`src/rtl/fp_tone_pkg.sv`:
```
package fp_tone_pkg;
  // Measurement progress of the interval meter
  typedef enum logic [1:0] {
    MS_IDLE   = 2'd0,   // no sync point seen yet
    MS_PRIMED = 2'd1,   // one sync point seen, no interval yet
    MS_TRACK  = 2'd2    // at least one interval measured
  } meas_state_e;

  localparam int unsigned SPLIT = 10;  // half-periods per sync interval
endpackage

```
`src/rtl/fp_frame_pair.sv`:
```
module fp_frame_pair (
  input  logic clk,
  input  logic rst_n,
  input  logic frame_i,
  input  logic drop_i,
  output logic sync_o
);
  logic [2:0] smp_q;   // [0],[1] synchronizer, [2] previous level
  logic       odd_q;   // set after a sync edge, waiting for the partner edge
  logic       rise;

  assign rise   = smp_q[1] & ~smp_q[2];
  assign sync_o = rise & ~odd_q;

  always_ff @(posedge clk or negedge rst_n) begin
    if (!rst_n) begin
      smp_q <= '0;
      odd_q <= 1'b0;
    end else begin
      smp_q <= {smp_q[1:0], frame_i};
      if (drop_i)    odd_q <= 1'b0;
      else if (rise) odd_q <= ~odd_q;
    end
  end
endmodule

```
`src/rtl/fp_interval_meter.sv`:
```
module fp_interval_meter
  import fp_tone_pkg::*;
#(
  parameter int CW       = 16,
  parameter int LOCK_TOL = 64
) (
  input  logic          clk,
  input  logic          rst_n,
  input  logic          sync_i,
  output logic          ld_o,
  output logic [CW-1:0] ival_o,
  output logic          drop_o,
  output logic          locked_o,
  output logic [CW-1:0] period_o
);
  meas_state_e   st_q;
  logic [CW-1:0] cnt_q;
  logic [CW-1:0] diff;
  logic [CW:0]   elapsed;
  logic [CW:0]   limit;

  assign ival_o  = cnt_q + CW'(1);
  assign ld_o    = sync_i && (st_q != MS_IDLE);
  assign elapsed = {1'b0, cnt_q} + (CW+1)'(1);
  assign limit   = {period_o, 1'b0};
  assign drop_o  = (st_q == MS_TRACK) && !sync_i && (elapsed >= limit);
  assign diff    = (ival_o > period_o) ? (ival_o - period_o) : (period_o - ival_o);

  always_ff @(posedge clk or negedge rst_n) begin
    if (!rst_n) begin
      st_q     <= MS_IDLE;
      cnt_q    <= '0;
      locked_o <= 1'b0;
      period_o <= '0;
    end else begin
      if (sync_i)            cnt_q <= '0;
      else if (~&cnt_q)      cnt_q <= cnt_q + CW'(1);

      if (sync_i) begin
        if (st_q == MS_TRACK) locked_o <= (diff < CW'(LOCK_TOL));
        if (st_q != MS_IDLE) begin
          period_o <= ival_o;
          st_q     <= MS_TRACK;
        end else begin
          st_q     <= MS_PRIMED;
        end
      end else if (drop_o) begin
        st_q     <= MS_IDLE;
        locked_o <= 1'b0;
        period_o <= '0;
      end
    end
  end
endmodule

```
`src/rtl/fp_tone_divider.sv`:
```
module fp_tone_divider
  import fp_tone_pkg::*;
#(
  parameter int CW    = 16,
  parameter int NOM_Q = 100,
  parameter int NOM_R = 0
) (
  input  logic          clk,
  input  logic          rst_n,
  input  logic          sync_i,
  input  logic          ld_i,
  input  logic [CW-1:0] ival_i,
  input  logic          drop_i,
  output logic          tone_o
);
  localparam logic [CW-1:0] TEN = CW'(SPLIT);

  logic [CW-1:0] q_q, len_q, hc_q;
  logic [3:0]    r_q, acc_q;
  logic [CW-1:0] q_new, q_eff;
  logic [3:0]    r_new, r_eff;
  logic [4:0]    acc_sum;

  assign q_new   = ival_i / TEN;
  assign r_new   = 4'(ival_i % TEN);
  assign q_eff   = ld_i ? q_new : q_q;
  assign r_eff   = ld_i ? r_new : r_q;
  assign acc_sum = {1'b0, acc_q} + {1'b0, r_q};

  always_ff @(posedge clk or negedge rst_n) begin
    if (!rst_n) begin
      q_q    <= CW'(NOM_Q);
      r_q    <= 4'(NOM_R);
      tone_o <= 1'b1;
      hc_q   <= '0;
      len_q  <= CW'(NOM_Q);
      acc_q  <= 4'(NOM_R);
    end else begin
      if (ld_i) begin
        q_q <= q_new;
        r_q <= r_new;
      end else if (drop_i) begin
        q_q <= CW'(NOM_Q);
        r_q <= 4'(NOM_R);
      end

      if (sync_i) begin
        tone_o <= 1'b1;
        hc_q   <= '0;
        len_q  <= q_eff;
        acc_q  <= r_eff;
      end else if (drop_i) begin
        hc_q   <= '0;
        len_q  <= CW'(NOM_Q);
        acc_q  <= 4'(NOM_R);
      end else if (hc_q + CW'(1) == len_q) begin
        tone_o <= ~tone_o;
        hc_q   <= '0;
        if (acc_sum >= 5'(SPLIT)) begin
          len_q <= q_q + CW'(1);
          acc_q <= 4'(acc_sum - 5'(SPLIT));
        end else begin
          len_q <= q_q;
          acc_q <= acc_sum[3:0];
        end
      end else begin
        hc_q <= hc_q + CW'(1);
      end
    end
  end
endmodule

```
`src/rtl/fp_pilot_tone.sv`:
```
module fp_pilot_tone #(
  parameter int CLK_HZ   = 1_000_000,
  parameter int LOCK_TOL = 64
) (
  input  logic                    clk,
  input  logic                    rst_n,
  input  logic                    frame_i,
  output logic                    tone_o,
  output logic                    locked_o,
  output logic [$clog2(CLK_HZ):0] period_o
);
  localparam int CW     = $clog2(CLK_HZ) + 1;
  localparam int NOM_IV = CLK_HZ / 12;
  localparam int NOM_Q  = NOM_IV / 10;
  localparam int NOM_R  = NOM_IV % 10;

  logic          sync_pt;
  logic          drop;
  logic          ld;
  logic [CW-1:0] ival;

  fp_frame_pair u_pair (
    .clk     (clk),
    .rst_n   (rst_n),
    .frame_i (frame_i),
    .drop_i  (drop),
    .sync_o  (sync_pt)
  );

  fp_interval_meter #(.CW(CW), .LOCK_TOL(LOCK_TOL)) u_meter (
    .clk      (clk),
    .rst_n    (rst_n),
    .sync_i   (sync_pt),
    .ld_o     (ld),
    .ival_o   (ival),
    .drop_o   (drop),
    .locked_o (locked_o),
    .period_o (period_o)
  );

  fp_tone_divider #(.CW(CW), .NOM_Q(NOM_Q), .NOM_R(NOM_R)) u_div (
    .clk    (clk),
    .rst_n  (rst_n),
    .sync_i (sync_pt),
    .ld_i   (ld),
    .ival_i (ival),
    .drop_i (drop),
    .tone_o (tone_o)
  );
endmodule

```
`config.mk`:
```
export PLATFORM = sky130hd
export DESIGN_NAME = fp_pilot_tone
export DESIGN_NICKNAME = d
export VERILOG_FILES = /design/src/rtl/fp_tone_pkg.sv /design/src/rtl/fp_frame_pair.sv /design/src/rtl/fp_interval_meter.sv /design/src/rtl/fp_tone_divider.sv /design/src/rtl/fp_pilot_tone.sv
export SDC_FILE = /design/constraint.sdc
export NUM_CORES = 1
export LEC_CHECK = 0
export BUFFER_PORTS_ARGS = -buffer_cell sky130_fd_sc_hd__buf_2
export CAP_MARGIN = 30
export CORE_AREA = 2 2 134 136
export CTS_CLUSTER_DIAMETER = 50
export DETAILED_ROUTE_END_ITERATION = 7
export DIE_AREA = 0 0 136 138
export GPL_TIMING_DRIVEN = 0
export PLACE_DENSITY_LB_ADDON = 0.3
export SLEW_MARGIN = 10
export SYNTH_ARGS = -nofsm -noshare
export SYNTH_HDL_FRONTEND = slang
export SYNTH_HIERARCHICAL = 1
export SYNTH_SLANG_ARGS = --single-unit
```
`constraint.sdc`:
```
create_clock -name clk -period 17.6 [get_ports clk]
set_input_delay 0.88 -clock clk [delete_from_list [all_inputs] [get_ports clk]]
set_output_delay 0.88 -clock clk [all_outputs]
set_load 0.02 [all_outputs]
```
# --- Word level (Yosys, flattened, before mapping) ---
# Cells that the tools add are included.
word_totals:
  register_bits: 121
  in_bits: 3
  out_inout_bits: 23
  elab_cells: 85
classes:
  add_sub_neg: 8
  div_mod_pow: 2
  n_lt_le_gt_ge: 4
  n_eq_ne: 6
  muxes: 34
  bitwise_logic: 5
  n_reduce_logical: 14
op_table:
  columns: ["operator", "n"]
  rows:
  - ["21-bit two-way mux", 16]
  - ["21-bit by 1-bit adder with 21-bit output, second input constant", 3]
  - ["21-bit subtractor", 2]
  - ["4-bit two-way mux", 7]
  - ["21-bit by 1-bit adder with 22-bit output, second input constant", 1]
  - ["22-bit >= comparator", 1]
  - ["21-bit by 4-bit divider with 21-bit output, second input constant", 1]
  - ["21-bit == test", 1]
  - ["21-bit > comparator", 1]
  - ["21-bit by 7-bit < comparator with 1-bit output, second input constant", 1]
  - ["21-bit by 4-bit modulo with 21-bit output, second input constant", 1]
  - ["21-bit AND reduction", 1]
  - ["2-bit nonzero test", 5]
  - ["1-bit two-way mux", 8]
  - ["2-bit two-way mux", 3]
  - ["2-bit AND reduction", 3]
  - ["4-bit by 4-bit adder with 5-bit output", 1]
  - ["5-bit by 4-bit >= comparator with 1-bit output, second input constant", 1]
  - ["2-bit by 1-bit != test with 1-bit output, second input constant", 2]
  - ["2-bit != test, second input constant", 2]
  - ["4-bit subtractor, second input constant", 1]
  - ["1-bit logical AND", 3]
  - ["1-bit inverter", 3]
  - ["3-bit nonzero test", 1]
  - ["3 further kinds", 4]

# --- Longest topological paths before layout ---
depth:
  word_depth: 8
  depth_mapped: 39
  mapped_depth_nobuf: 33

# --- Cells and area by module ---
# Netlist, hierarchy kept.
by_module_without_submodules:
  columns: ["mod", "n_inst", "cells_per_inst", "area_each_um2", "seq_area_each_um2"]
  rows:
  - ["fp_tone_divider", 1, 893, 6774.0, 1695.4]
  - ["fp_interval_meter", 1, 562, 4485.6, 1126.1]
  - ["fp_frame_pair", 1, 9, 145.1, 100.1]

# --- Worst setup path before layout ---
# Ideal clock, no wire load.
synth_path:
  kind: "reg2reg"
  from: "register u_meter.cnt_q[4]"
  to: "register u_div.acc_q[1]"
  setup_time_ps: 78
  arrival_ps: 7225
  required_time_ps: 17522
  setup_slack_ps: 10297
  path_stages_with_launch: 35
  path_buffers: 3
  synth_period_minus_slack_ps: 7303
  cell_sequence: "dfrtp_1 nand4_1 nor2_1 nand3_1 nor2_1 nand2_1 nor3_1 xnor2_1 buf_6 or3b_4 a32o_1 a211oi_2 and2_1 buf_4 o31ai_2 a21o_4 o32ai_4 nor2_2 or3_4 a311o_1 o31a_1 or2_1 a2111oi_0 or2_1 clkbuf_1 o2111a_1 nor3_1 nor2_1 nor2_1 ha_1 a21oi_1 and3b_1 o21ba_4 mux2i_1 nor2_1"
synth_via:
  elab_cells_between_ends: 9
  classes_between: "add/sub (2); div (1); order compare (1); mux (3); reduce/logical (2)"
synth_rtl:
  columns: ["element", "line_no", "text"]
  rows:
  - ["start, declared", "fp_interval_meter.sv:17", "logic [CW-1:0] cnt_q;"]
  - ["start signal, assigned", "fp_interval_meter.sv:37", "else if (~&cnt_q) cnt_q <= cnt_q + CW'(1);"]
  - ["21-bit by 1-bit adder with 21-bit output", "fp_interval_meter.sv:22", "assign ival_o = cnt_q + CW'(1);"]
  - ["net ival[20]", "fp_pilot_tone.sv:20", "logic [CW-1:0] ival;"]
  - ["21-bit by 4-bit modulo with 21-bit output", "fp_tone_divider.sv:25", "assign r_new = 4'(ival_i % TEN);"]
  - ["4-bit two-way mux", "fp_tone_divider.sv:27", "assign r_eff = ld_i ? r_new : r_q;"]
  - ["4-bit two-way mux", "fp_tone_divider.sv:47", "if (sync_i) begin"]
  - ["end signal, assigned", "fp_tone_divider.sv:37", "acc_q <= 4'(NOM_R);"]
  - ["end signal, assigned", "fp_tone_divider.sv:51", "acc_q <= r_eff;"]
  - ["end signal, assigned", "fp_tone_divider.sv:55", "acc_q <= 4'(NOM_R);"]
  - ["end, declared", "fp_tone_divider.sv:19", "logic [3:0] r_q, acc_q;"]
# The timed path passes the listed nets, and every way through them passes these cells.
# A chain may end at the register's enable or synchronous reset.

# --- Worst setup path in the final report ---
# Same ends and word-level chain as after synthesis.

==> run_results.csv <==
group,metric,value,unit
power_and_ir_drop,p_total,1900,uW
critical_path,critical-path-max-stage-delay,0.83,ns
placed_design,port_buffers,25,
logic_synthesis,synth-edff-count,0,
detailed_routing,drtPass1Iterations,6,
detailed_routing,drc,0,
power_and_ir_drop,p_sw_share,44.1,%
timing,slew_violations,0,
floorplan,fp.dieW,136,microns
clocking,postCtsHoldBufs,0,
power_and_ir_drop,intPower,1060,uW
logic_synthesis,synth_area,11400,sq um
logic_synthesis,synth_top_area_share,22.2,%
critical_path,critPathLaunchType,"register",
logic_synthesis,synth-main-ff-cell,"dfrtp_1",
logic_synthesis,synth_top_area_cell,"dfrtp_1",
grt,grt_pass1_vias,10879,
logic_synthesis,ys_ff_latch,116,
grt,grt_pass1_wl,53.9,mm
floorplan,num_rows,49,
logic_synthesis,yosysSeqAreaShare,25.6,%
clocking,cts_root_buffer,"clkbuf_16",
critical_path,arrival,9.69,ns
floorplan,floorplan.initialDensity,65.0,%
logic_synthesis,avgSynthCellArea,7.79,sq um
final_layout,final_area,12600,sq um
logic_synthesis,synth_cells,1464,
critical_path,critPathSlowestCell,"a2111oi_0",
critical_path,criticalPathCategory,"reg -> reg",
clocking,clk_pin_slew_worst_paths,0.06,ns
logic_synthesis,async_reset_ff_share,100,%
critical_path,crit_top_cell,"nor2_1",
detailed_routing,routed_wirelength,33.1,mm
logic_synthesis,yosysWarnings,6,
timing,finalWorstPathRequiredPeriod,9.34,ns
timing,fin_crit_sh,53.1,%
clocking,cts_buffer_depth,2,
clocking,cts_tree,"built",
timing,relSlewSlack,33.6,%
timing,tns,0,ns
final_layout,layout-drive-gt1-share,10.4,%
timing,finalHoldViolCount,0,
grt,grt_max_degree,81,
power_and_ir_drop,power_frac_comb,57.9,%
detailed_routing,viasPerCell,6.68,
final_layout,fin_util,71.6,%
timing,skew,0.0111,ns
detailed_routing,antenna_left,0,
detailed_routing,first_iter_violations,1396,
timing,setup_viol,0,
grt,antenna_found_initial,0,
power_and_ir_drop,p_switching,838,uW
timing,rsz0062_at_grt,"false",
run_status,status,"complete, no violations",
detailed_routing,vias,11700,
floorplan,core_area,17500,sq um
clocking,cts_setup_buffers,0,
timing,hold_slack,0.353,ns
critical_path,crit_fanout,10,
placed_design,gp_congestion,0.938,
power_and_ir_drop,seq_power_share,20.4,%
critical_path,cp-end-kind,"register",
floorplan,die_h,138,microns
clocking,clk_latency,0.42,ns
floorplan,io_pins,26,
power_and_ir_drop,power_frac_clock,21.6,%
final_layout,syn_to_final_growth,10.1,%
run,maxCapViolCount,0,
detailed_routing,wl_per_cell,18.9,microns
logic_synthesis,yosysMostFrequentCell,"nor2_1",
logic_synthesis,synth.distinct_cells,116,
power_and_ir_drop,leakage,0.00551,uW
power_and_ir_drop,p_per_area,151,nW/um^2
power_and_ir_drop,ir_drop,0.199,mV
timing,worstMarginPinSlew,0.996,ns
logic_synthesis,synth_area_leaders,"dfrtp_1, ha_1, a21oi_1",
placed_design,placed_area,11900,sq um
floorplan,dieArea,18800,sq um
grt,grt_usage,35.1,%
clocking,cts_resized,0,
clocking,cts_buffers,17,
grt,grt_overflow,0,
final_layout,insertedDiodeCount,0,
logic_synthesis,synth_fp_nets,1540,
logic_synthesis,synthTopCellsByCount,"nor2_1, nand2_1, a21oi_1",
worst_hold_path,holdCritPathClass,"in -> async",
final_layout,final_nets,1585,
clocking,clock_sinks,116,
timing,fmax,0.107,GHz
clocking,cts_htree_levels,4,
placed_design,hpwl,24.2,mm
critical_path,cp.required,17.95,ns
==> worst max-delay path, delay by kind of cell, from the launching register on <==
kind                       cells  cell delay, ns
buffers and inverters          5            1.24
adders and majority gates      1            0.18
and+or+nand+nor               15            2.42
AOI/OAI and AO/OA             13            4.04
DFF                            1            0.41
muxes                          1            0.20
xor gates and xnor gates       2            0.77
==> layout by cell type, fill, tap and decap left out, drive strengths merged, types with 39 or more instances in the layout <==
cell type | netlist | layout
clkbuf | 50 | 69
dfrtp | 101 | 101
o22ai | 40 | 40
nor2 | 154 | 154
xor2 | 47 | 47
nand2 | 146 | 146
a21oi | 125 | 125
inv | 83 | 83
o21ai | 77 | 77
ha | 72 | 72
nor3 | 39 | 39
xnor2 | 46 | 46
nand3 | 56 | 56
buf | 31 | 57
==> power by group through the flow <==
stage                     combinational, uW  clock (uW)  sequential, uW
after global routing                   1190         424             393
after global placement                 1030           0             386
final                                  1100         411             387
after detailed placement               1060           0             388
after floorplan                         834           0             382
after CTS                              1070         412             385
==> metal layers <==
metal  part of all wire, %  track usage, %
met5                     0               0
met4                   2.8            13.3
met3                   8.1            4.80
met2                    47            55.1
met1                    43            49.1
==> layout make-up <==
class	count	area (sq um)
Multi-Input combinational cell	1178	7780
Clock inverter	13	254
Tap cell	229	287
Timing Repair Buffer	26	159
Inverter	89	334
Clock buffer	19	443
Sequential cell	116	2920
Fill cell	1365	4980
Buffer	81	369
==> path summary, 6_finish.rpt <==
kind / slack, ns / end / cells past startpoint / startpoint
worst min register to register: 0.36 / u_pair/smp_q[1] / 0 / u_pair/smp_q[0]
worst min-delay path: 0.35 / u_div/hc_q[20] / 1 / rst_n
max in group asynchronous: 16.51 / u_div/r_q[0] / 2 / rst_n
min in group clk: 0.36 / u_pair/smp_q[1] / 0 / u_pair/smp_q[0]
worst max register to register: 8.26 / u_div/acc_q[1] / 37 / u_meter/cnt_q[4]
worst max-delay path: 8.26 / u_div/acc_q[1] / 37 / u_meter/cnt_q[4]
==> registers in the layout, summed over array words and instances (netlist names) <==
signal	count
u_div/len_q	19
u_meter/cnt_q	21
u_div/acc_q	4
u_meter/period_o	21
u_meter/st_q	2
u_meter/locked_o	1
u_pair/smp_q	3
u_div/q_q	18
u_div/r_q	4
u_div/hc_q	21
u_div/tone_o	1
u_pair/odd_q	1
==> metrics by stage <==
stage	instances	setup WS, ns
6_report	1751	8.26
5_1_grt	1751	7.67
4_1_cts	1751	8.56
3_5_place_dp	1719	8.65
3_3_place_gp	1718	8.86
2_1_floorplan	1464	10.30
==> logic make-up (layout without fill, tap and decap cells) <==
logic type	Yosys count	in the layout	synth area share, %
AO/OA/AOI/OAI	432	432	26.4
XOR/XNOR	93	93	7.14
adder cells (fa/ha/maj)	75	75	8.26
buffers and inverters	170	228	6.17
flip-flops	116	116	25.6
multiplexers	26	26	2.40
AND/OR/NAND/NOR	552	552	24.0
Power figures use the tool's default switching activity.
